**src/rtl/wsc_pkg.sv**
```systemverilog
package wsc_pkg;

    typedef enum logic [2:0] {
        ST_AWAKE   = 3'd0,
        ST_SLP_WFI = 3'd1,
        ST_SLP_WFE = 3'd2,
        ST_RESUME  = 3'd3,
        ST_ACK     = 3'd4
    } wsc_state_e;

    typedef struct packed {
        logic irq;
        logic dbg;
        logic rst_req;
    } wake_src_t;

    typedef struct packed {
        logic bcast;
        logic local_sev;
        logic tick;
        logic mon_clr;
    } event_src_t;

    function automatic logic any_wake(wake_src_t w);
        return w.irq | w.dbg | w.rst_req;
    endfunction

    function automatic logic any_event(event_src_t e);
        return e.bcast | e.local_sev | e.tick | e.mon_clr;
    endfunction

    function automatic logic is_sleeping(wsc_state_e s);
        return (s == ST_SLP_WFI) || (s == ST_SLP_WFE);
    endfunction

endpackage

```
**src/rtl/wsc_event_reg.sv**
```systemverilog
module wsc_event_reg (
    input  logic clk,
    input  logic rst,
    input  logic ev_set,
    input  logic consume,
    output logic ev_q
);

    always_ff @(posedge clk) begin
        if (rst)
            ev_q <= 1'b0;
        else if (consume)
            ev_q <= 1'b0;
        else if (ev_set)
            ev_q <= 1'b1;
    end

    AST_EV_STICKY: assert property (@(posedge clk) disable iff (rst)
        (ev_q && !consume) |=> ev_q);
    AST_EV_CAPTURE: assert property (@(posedge clk) disable iff (rst)
        (ev_set && !consume) |=> ev_q);
    AST_EV_CONSUMED: assert property (@(posedge clk) disable iff (rst)
        consume |=> !ev_q);

endmodule

```
**src/rtl/wsc_core_fsm.sv**
```systemverilog
module wsc_core_fsm
    import wsc_pkg::*;
(
    input  logic      clk,
    input  logic      rst,
    input  logic      wfi_req,
    input  logic      wfe_req,
    input  wake_src_t wake_src,
    input  logic      ev_in,
    input  logic      ev_q,
    output logic      consume,
    output logic      clk_en,
    output logic      asleep,
    output logic      wake_ack
);

    wsc_state_e state_q, state_d;
    logic wake_i, wake_e, pending;

    assign wake_i  = any_wake(wake_src);
    assign wake_e  = wake_i | ev_in;
    assign pending = ev_q | ev_in;

    always_comb begin
        state_d = state_q;
        consume = 1'b0;
        unique case (state_q)
            ST_AWAKE: begin
                if (wfi_req) begin
                    state_d = ST_SLP_WFI;
                end else if (wfe_req) begin
                    if (pending)
                        consume = 1'b1;
                    else
                        state_d = ST_SLP_WFE;
                end
            end
            ST_SLP_WFI: begin
                if (wake_i)
                    state_d = ST_RESUME;
            end
            ST_SLP_WFE: begin
                if (wake_e) begin
                    state_d = ST_RESUME;
                    consume = 1'b1;
                end
            end
            ST_RESUME: state_d = ST_ACK;
            ST_ACK:    state_d = ST_AWAKE;
            default:   state_d = ST_AWAKE;
        endcase
    end

    always_ff @(posedge clk) begin
        if (rst)
            state_q <= ST_AWAKE;
        else
            state_q <= state_d;
    end

    assign asleep   = is_sleeping(state_q);
    assign clk_en   = !is_sleeping(state_q);
    assign wake_ack = (state_q == ST_ACK);

    AST_WFI_HOLDS: assert property (@(posedge clk) disable iff (rst)
        (state_q == ST_SLP_WFI && !wake_i) |=> (state_q == ST_SLP_WFI));
    AST_WFE_EVENT_WAKE: assert property (@(posedge clk) disable iff (rst)
        (state_q == ST_SLP_WFE && ev_in) |=> (state_q == ST_RESUME));
    AST_PENDING_NO_SLEEP: assert property (@(posedge clk) disable iff (rst)
        (state_q == ST_AWAKE && wfe_req && !wfi_req && pending)
        |=> (state_q == ST_AWAKE));
    AST_WFE_FLAG_EMPTY: assert property (@(posedge clk) disable iff (rst)
        (state_q == ST_SLP_WFE) |-> !ev_q);
    AST_WFI_PRIORITY: assert property (@(posedge clk) disable iff (rst)
        (state_q == ST_AWAKE && wfi_req) |=> (state_q == ST_SLP_WFI));
    AST_RESUME_NO_REQ: assert property (@(posedge clk) disable iff (rst)
        (state_q == ST_RESUME) |=> (state_q == ST_ACK));

endmodule

```
**src/rtl/wsc_core_slice.sv**
```systemverilog
module wsc_core_slice
    import wsc_pkg::*;
(
    input  logic clk,
    input  logic rst,
    input  logic wfi_req,
    input  logic wfe_req,
    input  logic sev_local,
    input  logic sev_bcast,
    input  logic timer_tick,
    input  logic mon_clr,
    input  logic irq,
    input  logic dbg_req,
    input  logic core_rst_req,
    output logic clk_en,
    output logic asleep,
    output logic wake_ack
);

    event_src_t evs;
    wake_src_t  wks;
    logic       ev_in, ev_q, consume;

    assign evs = '{bcast: sev_bcast, local_sev: sev_local,
                   tick: timer_tick, mon_clr: mon_clr};
    assign wks = '{irq: irq, dbg: dbg_req, rst_req: core_rst_req};
    assign ev_in = any_event(evs);

    wsc_event_reg u_evreg (
        .clk     (clk),
        .rst     (rst),
        .ev_set  (ev_in),
        .consume (consume),
        .ev_q    (ev_q)
    );

    wsc_core_fsm u_fsm (
        .clk      (clk),
        .rst      (rst),
        .wfi_req  (wfi_req),
        .wfe_req  (wfe_req),
        .wake_src (wks),
        .ev_in    (ev_in),
        .ev_q     (ev_q),
        .consume  (consume),
        .clk_en   (clk_en),
        .asleep   (asleep),
        .wake_ack (wake_ack)
    );

    AST_ACK_AFTER_EN: assert property (@(posedge clk) disable iff (rst)
        wake_ack |-> ($past(clk_en) && !$past(wake_ack)));
    AST_ACK_SINGLE: assert property (@(posedge clk) disable iff (rst)
        wake_ack |=> !wake_ack);
    AST_SLEEP_GATED: assert property (@(posedge clk) disable iff (rst)
        $rose(asleep) |-> !clk_en);

endmodule

```
**src/rtl/wait_sleep_ctrl.sv**
```systemverilog
module wait_sleep_ctrl
    import wsc_pkg::*;
#(
    parameter int NUM_CORES = 4
) (
    input  logic                 clk,
    input  logic                 rst,
    input  logic [NUM_CORES-1:0] wfi_req,
    input  logic [NUM_CORES-1:0] wfe_req,
    input  logic [NUM_CORES-1:0] sev_local,
    input  logic                 sev_bcast,
    input  logic                 timer_tick,
    input  logic [NUM_CORES-1:0] mon_clr,
    input  logic [NUM_CORES-1:0] irq,
    input  logic [NUM_CORES-1:0] dbg_req,
    input  logic [NUM_CORES-1:0] core_rst_req,
    output logic [NUM_CORES-1:0] clk_en,
    output logic [NUM_CORES-1:0] asleep,
    output logic [NUM_CORES-1:0] wake_ack
);

    for (genvar c = 0; c < NUM_CORES; c++) begin : g_core
        wsc_core_slice u_slice (
            .clk          (clk),
            .rst          (rst),
            .wfi_req      (wfi_req[c]),
            .wfe_req      (wfe_req[c]),
            .sev_local    (sev_local[c]),
            .sev_bcast    (sev_bcast),
            .timer_tick   (timer_tick),
            .mon_clr      (mon_clr[c]),
            .irq          (irq[c]),
            .dbg_req      (dbg_req[c]),
            .core_rst_req (core_rst_req[c]),
            .clk_en       (clk_en[c]),
            .asleep       (asleep[c]),
            .wake_ack     (wake_ack[c])
        );
    end

    AST_RESET_AWAKE: assert property (@(posedge clk)
        rst |=> ((&clk_en) && !(|asleep) && !(|wake_ack)));

endmodule

```
**config.mk**
```make
export PLATFORM = sky130hd
export DESIGN_NAME = wait_sleep_ctrl
export DESIGN_NICKNAME = d
export VERILOG_FILES = /design/src/rtl/wsc_pkg.sv /design/src/rtl/wsc_event_reg.sv /design/src/rtl/wsc_core_fsm.sv /design/src/rtl/wsc_core_slice.sv /design/src/rtl/wait_sleep_ctrl.sv
export SDC_FILE = /design/constraint.sdc
export NUM_CORES = 1
export LEC_CHECK = 0
export ABC_AREA = 0
export BUFFER_PORTS_ARGS = -buffer_cell sky130_fd_sc_hd__buf_2
export CAP_MARGIN = 20
export CORE_MARGIN = 4
export CORE_UTILIZATION = 43
export CTS_BUF_LIST = sky130_fd_sc_hd__clkbuf_4 sky130_fd_sc_hd__clkbuf_8
export DETAILED_ROUTE_END_ITERATION = 8
export HOLD_SLACK_MARGIN = 0.1
export PLACE_DENSITY = 0.81
export REMOVE_ABC_BUFFERS = 1
export SYNTH_ARGS = -nofsm -noshare
export SYNTH_HDL_FRONTEND = slang
export SYNTH_SLANG_ARGS = --single-unit
```
**constraint.sdc**
```tcl
create_clock -name clk -period 1.18 [get_ports clk]
set_input_delay 0.059 -clock clk [delete_from_list [all_inputs] [get_ports clk]]
set_output_delay 0.059 -clock clk [all_outputs]
set_load 0.005 [all_outputs]
```
==> impl_results.md <==
* Initial Utilization at 0.471
* Utilization after layout at 0.748
* Crit-path slowest cell: dfxtp_2
* Crit-path max cell delay at ~350 ps
* Final WL at 3020 um
* Vias per cell at 5.39
* Power share of the clock group at 0.214
* Initial antenna violation count at 0
* CTS max path bufs at 2
* Yosys reg bits at 16
* Yosys cell types at 34
* Most common cell in the synthesized netlist: dfxtp_1
* # fillers at ~150
* Yosys Warn Count at 0
* Synth top cells by count: 16 x dfxtp_1, 12 x buf_4, 11 x nor3_1
* Vias in the first global route at about 1.1k
* Placed insts at between 150 and 200
* Fin. Hold Viols at 0
* Crit start category: flop
* Post-synthesis sequential area ratio at 0.330
* H-tree lvl count at 1
* Type of the worst min-delay path: input pin to flop
* Crit-path cells: buf_6, xor2_1, nor2b_2, inv_1, buf_2
* TritonCTS clock tree: done
* Synth Flop Type: dfxtp_1
* Arr. time, crit path at between 1000 and 1500 ps
* Pre-CTS WS at -36.6 ps
* Final worst-path cycle share at 1.06
* Antenna Violating Nets Remaining at 0
* Period minus WS final at roughly 1300 ps
* DR vias at between 1k and 1.5k
* Ports at between 40 and 50
* Final Non-Filler Cells at approximately 200
* Clk_skew at 0.246 ps
* Rel. slew slack at 0.765
* Max cap viols at 0
* Fin area at 1540 sq um
* Sequential cell area at 347 sq um
* Slew @ Worst Pin at approximately 350 ps
* Rows at 16
* Iteration-0 DRC count of the detailed router at 35
* Area of the mapped netlist at around 1000 sq um
* Layout cell share with drive strength beyond 1 at 0.575
* Total Die Area at around 3100 sq um
* First-pass GRT wire length at 4550 um
* Crit-path max FO at 5
* Setup_tns at -317 ps
* Grt ovf at 0
* Fin nets at a little over 200
* DP HPWL at between 1500 and 2000 um
* Final Setup Violations at 9
* Switching share of power at 0.315
* Pint at approximately 1.2 mW
* CTS buffer count at 3
* Die width at roughly 56 um
* N_diodes at 0
* Largest net degree at the start of global routing at 15
* Synth async-reset ratio at 0
* Core area at 2060 sq um
* Kind of critical path: flop to output port
* Syn avg cell area at approximately 8.3 sq um
* Status: finished, violations left
* Flop pwr share at 0.388
* Clock root buffer: clkbuf_4
* Average wire per standard cell at around 15 um
* Synth area leader: dfxtp_1
* Final hold slack at around 160 ps
* Leak at just over 0.7 nW
* Worst Slack Setup Final at -72.2 ps
* Failing checks: setup timing
* Skew-Pair Late Insertion Delay at roughly 290 ps
* DR DRC count at 0
* Multi-input logic area at between 600 and 700 sq um
* CTS clock-pin slew for the worst setup and hold paths at about 100 ps
* Number of buffers added on ports at 43
* Synth top area share at 0.330
* Power, Total at ~1.7 mW
* Post-synth EDFFs at 0
* Clock Sinks at 16
* Total track usage at 0.178
* Highest clock rate at 799 MHz
* Worst setup EP type: output port
* Required time worst endpoint at approximately 1100 ps
* Max-slew violations at 0
* Switching pwr at 550 uW
* Synth area leaders: dfxtp_1 33%, buf_4 9.3%, nor3_1 5.7%
* VDD IR max at approximately 0.88 mV
* Logic pwr share at 0.397
* Cell Area, Placed at between 1000 and 1500 sq um
* RSZ-0062 raised after global routing: true
* Die Ht at approximately 56 um
* Drt pass-1 iters at 4
* Gpl congestion at between 0.7 and 0.8
* PD cells at between 1000 and 1500 nW/um^2
* Area delta synth->final at 58.9%
* Cells after synthesis at roughly 120
[final timing paths]
kind	from	cells after the start	slack (ps)	to
hold reg to reg	g_core[2].u_slice.u_evreg.ev_q$_SDFFE_PP0P_	2	510	g_core[2].u_slice.u_evreg.ev_q$_SDFFE_PP0P_
setup reg to reg	g_core[1].u_slice.u_fsm.state_q[0]$_SDFFE_PP0P_	5	0	g_core[1].u_slice.u_evreg.ev_q$_SDFFE_PP0P_
hold / removal	rst	2	160	g_core[0].u_slice.u_fsm.state_q[0]$_SDFFE_PP0P_
setup / recovery	g_core[1].u_slice.u_fsm.state_q[0]$_SDFFE_PP0P_	5	-70	clk_en[1]
[power by group through the flow]
stage               logic, mW  registers [mW]  clock network [mW]
finish                  0.693           0.678               0.374
global route            0.752           0.684               0.397
CTS                     0.592           0.669               0.378
detailed placement      0.429           0.674                   0
global placement        0.413           0.669                   0
floorplan               0.232           0.672                   0
[logic make-up (layout without fill, tap and decap cells)]
family / after synthesis / in the layout / share of synthesized area
XOR/XNOR: 1 / 1 / 0.00902
AND/OR/NAND/NOR: 55 / 55 / 0.343
AO/OA/AOI/OAI: 24 / 24 / 0.191
flip-flops: 16 / 16 / 0.330
buffers and inverters: 21 / 78 / 0.128
[registers in the layout, indices dropped and copies added (netlist names)]
register and flops:
g_core.u_slice.u_fsm.state_q 12, g_core.u_slice.u_evreg.ev_q 4
[metal layers]
layer / track usage / up-vias / part of all wire
met3: 0.0559 / 7 / 0.057
met4: 0.0417 / 0 / 0.0086
met5: 0 / - / 0
met2: 0.316 / 35 / 0.53
li1: - / 524 / -
met1: 0.207 / 518 / 0.41
[cells in the final DEF (no fill, tap or decap), types with 6 or more instances in the layout]
cell type / Yosys / routed
buf_2: 0 / 40
buf_4: 12 / 14
buf_6: 0 / 7
dfxtp_1: 16 / 7
dfxtp_4: 0 / 6
dlygate4sd3_1: 0 / 7
nand2b_4: 0 / 6
nor3_1: 11 / 10
nor4_1: 8 / 6
[timing repair]
item,in CTS,in global routing
cloned,0,0
setup buffers,12,2
setup endpoints to repair,9,20
pin swaps,4,10
hold buffers,7,0
resized for setup,26,18
hold endpoints to repair,8,0
[cell type report]
| type | count | area share |
|---|---|---|
| Multi-Input combinational cell | 80 | 0.421 |
| Inverter | 6 | 0.0146 |
| Sequential cell | 16 | 0.225 |
| Clock buffer | 4 | 0.0235 |
| Tap cell | 27 | 0.0219 |
| Timing Repair Buffer | 68 | 0.294 |
[critical path, delay by kind of cell, from the launching register on]
family        cells  cell delay (ps)
flops             1              350
buf+inv           3              260
simple gates      1              150
xor+xnor          1              130
(Power assumes the default switching activity.)
